===== src/rtl/rxo_pkg.sv =====
package rxo_pkg;

  typedef enum logic [1:0] {
    RX_IDLE  = 2'd0,
    RX_START = 2'd1,
    RX_DATA  = 2'd2,
    RX_STOP  = 2'd3
  } rx_state_e;

  function automatic logic maj3(input logic [2:0] s);
    return (s[0] & s[1]) | (s[0] & s[2]) | (s[1] & s[2]);
  endfunction

endpackage


===== src/rtl/rx_sync.sv =====
module rx_sync #(
  parameter int STAGES = 2
) (
  input  logic clk,
  input  logic rst_n,
  input  logic d_in,
  output logic q_out
);

  logic [STAGES-1:0] chain_q;
  logic [STAGES-1:0] chain_d;

  generate
    if (STAGES == 1) begin : g_one
      assign chain_d = d_in;
    end else begin : g_many
      assign chain_d = {chain_q[STAGES-2:0], d_in};
    end
  endgenerate

  // line idles high, so the chain resets high
  always_ff @(posedge clk or negedge rst_n) begin
    if (!rst_n) chain_q <= '1;
    else        chain_q <= chain_d;
  end

  assign q_out = chain_q[STAGES-1];

endmodule


===== src/rtl/rx_vote.sv =====
module rx_vote import rxo_pkg::*; #(
  parameter int OSR   = 16,
  parameter int FIRST = 6
) (
  input  logic                   clk,
  input  logic                   rst_n,
  input  logic                   tick,
  input  logic [$clog2(OSR)-1:0] cnt,
  input  logic                   line,
  output logic                   vote
);

  localparam int CW = $clog2(OSR);

  logic [2:0] samp_q;
  logic [2:0] samp_d;

  // one capture slot per sampling tick
  generate
    for (genvar g = 0; g < 3; g++) begin : g_slot
      assign samp_d[g] = (tick && (cnt == CW'(FIRST + g))) ? line : samp_q[g];
    end
  endgenerate

  always_ff @(posedge clk or negedge rst_n) begin
    if (!rst_n) samp_q <= '1;
    else        samp_q <= samp_d;
  end

  assign vote = maj3(samp_q);

endmodule


===== src/rtl/rx_frame_fsm.sv =====
module rx_frame_fsm import rxo_pkg::*; #(
  parameter int OSR = 16,
  parameter int DW  = 8
) (
  input  logic                   clk,
  input  logic                   rst_n,
  input  logic                   en,
  input  logic                   tick,
  input  logic                   wide,
  input  logic                   line,
  input  logic                   vote,
  output logic [$clog2(OSR)-1:0] cnt_o,
  output logic                   done_o,
  output logic [DW+1:0]          char_o
);

  localparam int CW   = $clog2(OSR);
  localparam int BW   = $clog2(DW + 2);
  localparam int LAST = OSR - 1;

  rx_state_e      st_q, st_d;
  logic [CW-1:0]  cnt_q, cnt_d;
  logic [BW-1:0]  bit_q, bit_d;
  logic [DW:0]    sh_q, sh_d;
  logic           prev_q, prev_d;
  logic           done_q, done_d;
  logic [DW+1:0]  char_q, char_d;

  logic           cnt_last;
  logic [BW-1:0]  nbits;

  assign cnt_last = (cnt_q == CW'(LAST));
  assign nbits    = wide ? BW'(DW + 1) : BW'(DW);

  always_comb begin
    st_d   = st_q;
    cnt_d  = cnt_q;
    bit_d  = bit_q;
    sh_d   = sh_q;
    char_d = char_q;
    done_d = 1'b0;
    prev_d = tick ? line : prev_q;

    if (!en) begin
      st_d  = RX_IDLE;
      cnt_d = '0;
      bit_d = '0;
    end else if (tick) begin
      if (st_q == RX_IDLE) begin
        // edge tick is index 0 of the start bit
        if (prev_q && !line) begin
          st_d  = RX_START;
          cnt_d = CW'(1);
        end
      end else begin
        cnt_d = cnt_last ? '0 : cnt_q + CW'(1);
        if (cnt_last) begin
          case (st_q)
            RX_START: begin
              bit_d = '0;
              st_d  = vote ? RX_IDLE : RX_DATA;
            end
            RX_DATA: begin
              sh_d  = {vote, sh_q[DW:1]};
              bit_d = bit_q + BW'(1);
              if (bit_q == nbits - BW'(1)) st_d = RX_STOP;
            end
            RX_STOP: begin
              st_d   = RX_IDLE;
              done_d = 1'b1;
              char_d = {~vote,
                        wide ? sh_q[DW] : 1'b0,
                        wide ? sh_q[DW-1:0] : sh_q[DW:1]};
            end
            default: st_d = RX_IDLE;
          endcase
        end
      end
    end
  end

  always_ff @(posedge clk or negedge rst_n) begin
    if (!rst_n) begin
      st_q   <= RX_IDLE;
      cnt_q  <= '0;
      bit_q  <= '0;
      sh_q   <= '0;
      prev_q <= 1'b1;
      done_q <= 1'b0;
      char_q <= '0;
    end else begin
      st_q   <= st_d;
      cnt_q  <= cnt_d;
      bit_q  <= bit_d;
      sh_q   <= sh_d;
      prev_q <= prev_d;
      done_q <= done_d;
      char_q <= char_d;
    end
  end

  assign cnt_o  = cnt_q;
  assign done_o = done_q;
  assign char_o = char_q;

endmodule


===== src/rtl/rx_holdbuf.sv =====
module rx_holdbuf #(
  parameter int W = 10
) (
  input  logic         clk,
  input  logic         rst_n,
  input  logic         load,
  input  logic [W-1:0] char_in,
  input  logic         rd,
  input  logic         clr,
  output logic [W-1:0] hold_o,
  output logic         rdone_o,
  output logic         ovr_o
);

  logic [W-1:0] hold_q, hold_d;
  logic         unread_q, unread_d;
  logic         ovr_q, ovr_d;
  logic         rdone_q, rdone_d;

  always_comb begin
    hold_d   = hold_q;
    unread_d = unread_q;
    ovr_d    = ovr_q;
    if (load) begin
      hold_d   = char_in;
      unread_d = 1'b1;
      ovr_d    = unread_q & ~rd;
    end else if (rd) begin
      unread_d = 1'b0;
      ovr_d    = 1'b0;
    end
    // a store outranks a clear in the same cycle
    if (load)     rdone_d = 1'b1;
    else if (clr) rdone_d = 1'b0;
    else          rdone_d = rdone_q;
  end

  always_ff @(posedge clk or negedge rst_n) begin
    if (!rst_n) begin
      hold_q   <= '0;
      unread_q <= 1'b0;
      ovr_q    <= 1'b0;
      rdone_q  <= 1'b0;
    end else begin
      hold_q   <= hold_d;
      unread_q <= unread_d;
      ovr_q    <= ovr_d;
      rdone_q  <= rdone_d;
    end
  end

  assign hold_o  = hold_q;
  assign rdone_o = rdone_q;
  assign ovr_o   = ovr_q;

endmodule


===== src/rtl/rx_oversample_core.sv =====
module rx_oversample_core #(
  parameter int OSR         = 16,
  parameter int DW          = 8,
  parameter int VOTE_FIRST  = 6,
  parameter int SYNC_STAGES = 2
) (
  input  logic          clk,
  input  logic          rst_n,
  input  logic          tick16,
  input  logic          rx_en,
  input  logic          wide_en,
  input  logic          line_in,
  input  logic          rd_pulse,
  input  logic          rdone_clr,
  input  logic          rdone_ie,
  output logic [DW-1:0] rd_byte,
  output logic          rd_bit8,
  output logic          rdone,
  output logic          frame_err,
  output logic          overrun,
  output logic          rx_irq
);

  localparam int CW = $clog2(OSR);
  localparam int HW = DW + 2;

  logic          line_s;
  logic          vote;
  logic [CW-1:0] cnt;
  logic          xfer;
  logic [HW-1:0] char_new;
  logic [HW-1:0] held;

  rx_sync #(.STAGES(SYNC_STAGES)) u_sync (
    .clk   (clk),
    .rst_n (rst_n),
    .d_in  (line_in),
    .q_out (line_s)
  );

  rx_vote #(.OSR(OSR), .FIRST(VOTE_FIRST)) u_vote (
    .clk   (clk),
    .rst_n (rst_n),
    .tick  (tick16),
    .cnt   (cnt),
    .line  (line_s),
    .vote  (vote)
  );

  rx_frame_fsm #(.OSR(OSR), .DW(DW)) u_fsm (
    .clk    (clk),
    .rst_n  (rst_n),
    .en     (rx_en),
    .tick   (tick16),
    .wide   (wide_en),
    .line   (line_s),
    .vote   (vote),
    .cnt_o  (cnt),
    .done_o (xfer),
    .char_o (char_new)
  );

  rx_holdbuf #(.W(HW)) u_buf (
    .clk     (clk),
    .rst_n   (rst_n),
    .load    (xfer),
    .char_in (char_new),
    .rd      (rd_pulse),
    .clr     (rdone_clr),
    .hold_o  (held),
    .rdone_o (rdone),
    .ovr_o   (overrun)
  );

  assign rd_byte   = held[DW-1:0];
  assign rd_bit8   = held[DW];
  assign frame_err = held[DW+1];
  assign rx_irq    = rdone & rdone_ie;

endmodule


===== config.mk =====
export PLATFORM = sky130hd
export DESIGN_NAME = rx_oversample_core
export DESIGN_NICKNAME = d
export VERILOG_FILES = /design/src/rtl/rxo_pkg.sv /design/src/rtl/rx_sync.sv /design/src/rtl/rx_vote.sv /design/src/rtl/rx_frame_fsm.sv /design/src/rtl/rx_holdbuf.sv /design/src/rtl/rx_oversample_core.sv
export SDC_FILE = /design/constraint.sdc
export NUM_CORES = 1
export LEC_CHECK = 0
export BUFFER_PORTS_ARGS = -buffer_cell sky130_fd_sc_hd__buf_2
export CORE_MARGIN = 4
export CORE_UTILIZATION = 40
export DETAILED_ROUTE_END_ITERATION = 12
export PLACE_DENSITY_LB_ADDON = 0.2
export SKIP_LAST_GASP = 1
export SLEW_MARGIN = 20
export SYNTH_ARGS = -nofsm -noshare
export SYNTH_HDL_FRONTEND = slang
export SYNTH_HIERARCHICAL = 1
export SYNTH_SLANG_ARGS = --single-unit

===== constraint.sdc =====
create_clock -name clk -period 2 [get_ports clk]
set_input_delay 0.2 -clock clk [delete_from_list [all_inputs] [get_ports clk]]
set_output_delay 0.2 -clock clk [all_outputs]
set_load 0.01 [all_outputs]

* Yosys cells after proc, flatten, opt, wreduce, memory -nomap -nowiden
Index checks and enable logic that the tools add are counted.
** Cells by class
- $add $sub $neg :: 3
- Equal/unequal tests :: 15
- Mux-type cells :: 31
- Bitwise logic cells :: 10
- Reduce and logical (&&, ||, !) cells :: 13
** Operators with widths (count)
- 4-bit two-way mux :: 9
- 2-bit two-way mux :: 7
- 1-bit two-way mux :: 12
- 5-bit AND reduction :: 2
- 4-bit by 1-bit adder with 4-bit output (second input constant) :: 2
- 4-bit by 3-bit equality test with 1-bit output (second input constant) :: 2
- 4-bit equality test (second input constant) :: 2
- 8-bit two-way mux :: 1
- 4-bit case mux with 2 select lines :: 1
- 4-bit AND reduction :: 2
- 3-bit by 1-bit inequality test with 1-bit output (second input constant) :: 2
- 1-bit bitwise AND :: 5
- 2-bit equality test (second input constant) :: 2
- 4-bit equality test :: 1
- 1-bit logical AND :: 4
- 2-bit inequality test (second input constant) :: 2
- 4-bit by 2-bit inequality test with 1-bit output (second input constant) :: 1
- 2-bit case mux with 2 select lines :: 1
- 2-bit nonzero test :: 2
- 4-bit by 1-bit subtractor with 4-bit output (second input constant) :: 1
- 3-bit inequality test (second input constant) :: 1
- 1-bit inverter :: 3
- 2-bit by 1-bit equality test with 1-bit output (second input constant) :: 1
- 2-bit logical NOT :: 1
- other kinds (4) :: 5
** Word-level totals
- Flip-flop bits (word level) :: 49
- Input bits :: 9
- Output and inout bits :: 13

* Depth between registers and ports, before layout
- Word-level depth :: 9
- Gate-level depth with buffers :: 7
- Depth with buffers taken out :: 6

* By module
Netlist, hierarchy kept.
** Modules (own cells, without submodules)
- rx_frame_fsm :: instances 1, cells an instance 140, area an instance 1540.2 µm², sequential area each 777.0 µm²
- rx_holdbuf :: instances 1, cells an instance 30, area an instance 488.0 µm², sequential area each 325.3 µm²
- rx_vote :: instances 1, cells an instance 13, area an instance 168.9 µm², sequential area each 78.8 µm²
- rx_sync :: instances 1, cells an instance 2, area an instance 52.6 µm², sequential area each 52.6 µm²
- rx_oversample_core :: instances 1, cells an instance 1, area an instance 6.3 µm², sequential area each 0.0 µm²

* Worst setup path after synthesis
No wires, ideal clock.
- Path type :: reg-to-reg
- Start :: register u_fsm.st_q[0]
- End :: register u_fsm.sh_q[0]
- Library setup time :: 0.128 ns
- Arrival time :: 1.503 ns
- Data required time :: 1.872 ns
- Path slack :: 0.369 ns
- Cell stages (with the launch flop) :: 8
- Buffers on the path :: 1
- Cell sequence :: dfrtp_1 inv_1 ha_1 nand3b_4 nor2_1 nand2_1 buf_4 mux2_1
** Between the ends
- Longest elaborated chain between the ends :: 3
- Elaborated cells on any way between the ends :: 4
- Those cells by class :: eq/ne (1); bitwise (1); reduce/logical (2)
** RTL lines
- from (decl) :: RTL line rx_frame_fsm.sv:21 : rx_state_e st_q, st_d;
- from (signal assigned) :: RTL line rx_frame_fsm.sv:92 : st_q <= st_d;
- 2-bit logical NOT :: RTL line rx_frame_fsm.sv:49 : if (st_q == RX_IDLE) begin
- 1-bit inverter (no line)
- 5-bit AND reduction (no line) *
- to (signal assigned) :: RTL line rx_frame_fsm.sv:87 : sh_q <= '0;
- to (signal assigned) :: RTL line rx_frame_fsm.sv:95 : sh_q <= sh_d;
- to (decl) :: RTL line rx_frame_fsm.sv:24 : logic [DW:0] sh_q, sh_d;
Mark *: on every way between the ends. The rest lies on a longest branch, timed or not.
A chain may end at the register's enable or synchronous reset.

* Worst setup path in the final report
- Start :: register u_fsm.st_q[1]
- End :: register u_fsm.sh_q[1]
The elaborated chain is that of the path after synthesis.

==> summary.txt <==
Status
  – Outcome: finished with violations
  – Failing checks: negative hold slack

Worst setup path
  – R2R depth: 6
  – CP Class: flop to flop
  – Critical path peak fanout: 11
  – Worst EP required: 2190 ps
  – CP Data Arrival Time: 1940 ps
  – Crit path launch type: flop
  – Crit path max-delay cell type: dfrtp_1
  – R2R Setup Slk: 250 ps
  – CP peak stage delay: 410 ps
  – Crit-path cells: inv_1 > ha_1 > nand3b_4 > nor2_1 > nand2_2 > mux2_1
  – Setup crit start: u_fsm/st_q[1]
  – Crit. End Element: flop
  – Crit Reg-Reg Endpoint: u_fsm/sh_q[1]
  – Setup crit end: u_fsm/sh_q[1]
  – Reg2reg start: u_fsm/st_q[1]

Clock tree
  – Clock sinks: 49
  – Clock Tree Root: clkbuf_8
  – Max Root-Sink Buffers: 2
  – Postcts setup bufs: 0
  – CTS clk-pin slew, worst paths: 90 ps
  – Clk Latency, worst-skew pair: 300 ps
  – H-tree depth: 2
  – CTS tree: built
  – Cts bufs inserted: 5

Synth
  – Top cells by area, synth: dfrtp_1 48%, mux2_2 7.5%, dfstp_2 7.0%
  – Yosys reg bits: 49
  – Cell variety after synth: 41
  – Yosys warning count: 6
  – Syn Inst Count: 186
  – Yosys top cell area share: 47.7%
  – Avg Cell Area, Syn: 12.1 µm²
  – Number of enable flip-flop cells after synthesis: 0
  – Async SR Flop Fraction: 100%
  – Cell accounting for the most synthesized area: dfrtp_1
  – Post-Synthesis Net Count: 202
  – Synth Cell Area: 2260 µm²
  – Most common flop cell mapped by yosys: dfrtp_1
  – Most frequent cell after synthesis: dfrtp_1
  – Most common library cells after synthesis: 43 x dfrtp_1, 20 x nand2_1, 15 x mux2_2
  – Sequential area share after synthesis: 54.7%

Timing
  – RSZ-0062 raised after global routing: no
  – Setup TNS: 0 ps
  – Worst Skew: 9.14 ps
  – Fin crit share: 87.7%
  – Fin crit period: 1750 ps
  – Setup WS post-layout: 247 ps
  – Relative slew margins: 59.3%
  – Final setup viols: 0
  – Slew @ Worst Pin: 611 ps
  – Fmax: 570 MHz
  – Hold slack: -22.9 ps
  – Final Hold Fails: 24
  – Slew Viols, Final: 0

Detailed routing
  – Number of routed nets with antenna violations: 0
  – Via/cell ratio: 5.01
  – First-iteration detailed-routing DRC count: 50
  – Remaining DRCs: 0
  – Detailed Routing Iterations Pass 1: 4
  – DR WL/cell: 12.7 µm
  – Vias: 1427
  – WL final: 3620 µm

Floorplan
  – Die area: 6910 µm²
  – Core box area: 5470 µm²
  – Die Wd: 83.1 µm
  – IO Count: 22
  – Die Height: 83.1 µm
  – Row count: 27
  – Initial Util: 41.2%

Placement
  – DP Worst Slack: 140 ps
  – DP HPWL: 2510 µm
  – Port bufs: 21
  – RePlAce Congestion: 0.735
  – DP Cell Count: 276

Run
  – Max cap viols: 0

Cells and area
  – Final Non-Filler Cells: 285
  – Diodes inserted: 0
  – Layout cell share with drive strength beyond 1: 28.6%
  – Nets: 228
  – Layout area overhead: 12.3%
  – # fillers: 530

Global routing
  – GRT overflow: 0
  – Number of global-route vias before repair: 1353
  – Largest net degree at the start of global routing: 50
  – First-pass GRT wire length: 6410 µm
  – Gr usage total: 11.5%
  – Initial antenna violation count: 0

Power and ir drop
  – Power density over the cells: 736 nW/µm²
  – Lkg Pwr: 1.26 nW
  – Max IR drop VDD: 508 µV

Min path
  – Hold/Removal Path Class: primary input to async pin
## worst min path at each step
stage                        end  cells after the start
6_report         u_buf/hold_o[4]                      2
5_1_grt              u_buf/ovr_o                      2
4_1_cts          u_buf/hold_o[4]                      2
3_5_place_dp   u_sync/chain_q[0]                      1
3_3_place_gp   u_sync/chain_q[0]                      1
2_1_floorplan    u_buf/hold_o[0]                      0
## cell type report
class,instances,area [µm²],area share [%]
Sequential cell,49,1230,48.7
Multi-Input combinational cell,123,953,37.6
Timing Repair Buffer,25,138,5.43
Tap cell,72,90.1,3.56
Clock buffer,6,72.6,2.87
Inverter,8,30.0,1.19
Clock inverter,2,15.0,0.593
## per-layer routing
| layer | vias up | wire length [µm] | GRT usage [%] |
|---|---|---|---|
| li1 | 704 | - | - |
| met1 | 692 | 1710 | 14.8 |
| met2 | 24 | 1680 | 17.9 |
| met3 | 7 | 154 | 2.98 |
| met4 | 0 | 72 | 5.79 |
| met5 | - | 0 | 0 |
## what timing repair did
action,4_1_cts,5_1_grt
endpoints found under the hold margin,1,0
setup endpoints to repair,0,7
gates resized for setup,0,1
hold buffers,1,0
## kinds of logic (layout without fill, tap and decap cells)
| group | count (synthesis) | count (layout) | share of synthesized area (%) |
|---|---|---|---|
| compound gates | 33 | 33 | 9.48 |
| simple gates | 47 | 47 | 11.6 |
| mux | 34 | 34 | 16.4 |
| xor+xnor | 1 | 1 | 0.388 |
| flops | 49 | 49 | 54.7 |
| buf+inv | 14 | 41 | 3.16 |
| fa+ha+maj | 8 | 8 | 4.33 |
## metrics by stage
step	utilization, %	power, W	instance area [µm²]
2_1_floorplan	-	0.00123	2260
3_3_place_gp	44.4	0.00130	2430
3_5_place_dp	44.4	0.00131	2430
4_1_cts	46.2	0.00190	2530
5_1_grt	46.3	0.00198	2530
6_report	46.3	0.00186	2530
## layout by cell type (no fill, tap or decap), drive strengths merged, types with 3 or more instances in the layout
cell type,Yosys,layout
nor2b,3,3
dfstp,6,6
o21ai,17,17
nand3,3,3
nand2b,5,5
nor2,6,6
nand2,20,20
mux2i,11,11
dfrtp,43,43
clkbuf,0,6
a21oi,3,3
mux2,23,23
ha,7,7
a21o,3,3
inv,8,8
buf,6,24
## registers in the layout (all words and copies together) (netlist names)
name and cells:
u_sync/chain_q 2, u_fsm/sh_q 9, u_fsm/prev_q 1, u_buf/hold_o 10
u_buf/ovr_o 1, u_fsm/char_o 10, u_fsm/cnt_o 4, u_fsm/bit_q 4
u_buf/unread_q 1, u_fsm/st_q 2, u_buf/rdone_o 1, u_fsm/done_o 1
u_vote/samp_q 3
## critical path: cells and delay by family (launching register included)
kind	cells	cell delay [ps]
fa+ha+maj	1	250
buf+inv	1	100
flops	1	410
mux	1	350
simple gates	3	540
## power by group
part	switching, W	internal, W
Combinational	0.000147	0.000107
Sequential	0.0000181	0.00102
Clock	0.000330	0.000247
Power figures use the tool's default switching activity.
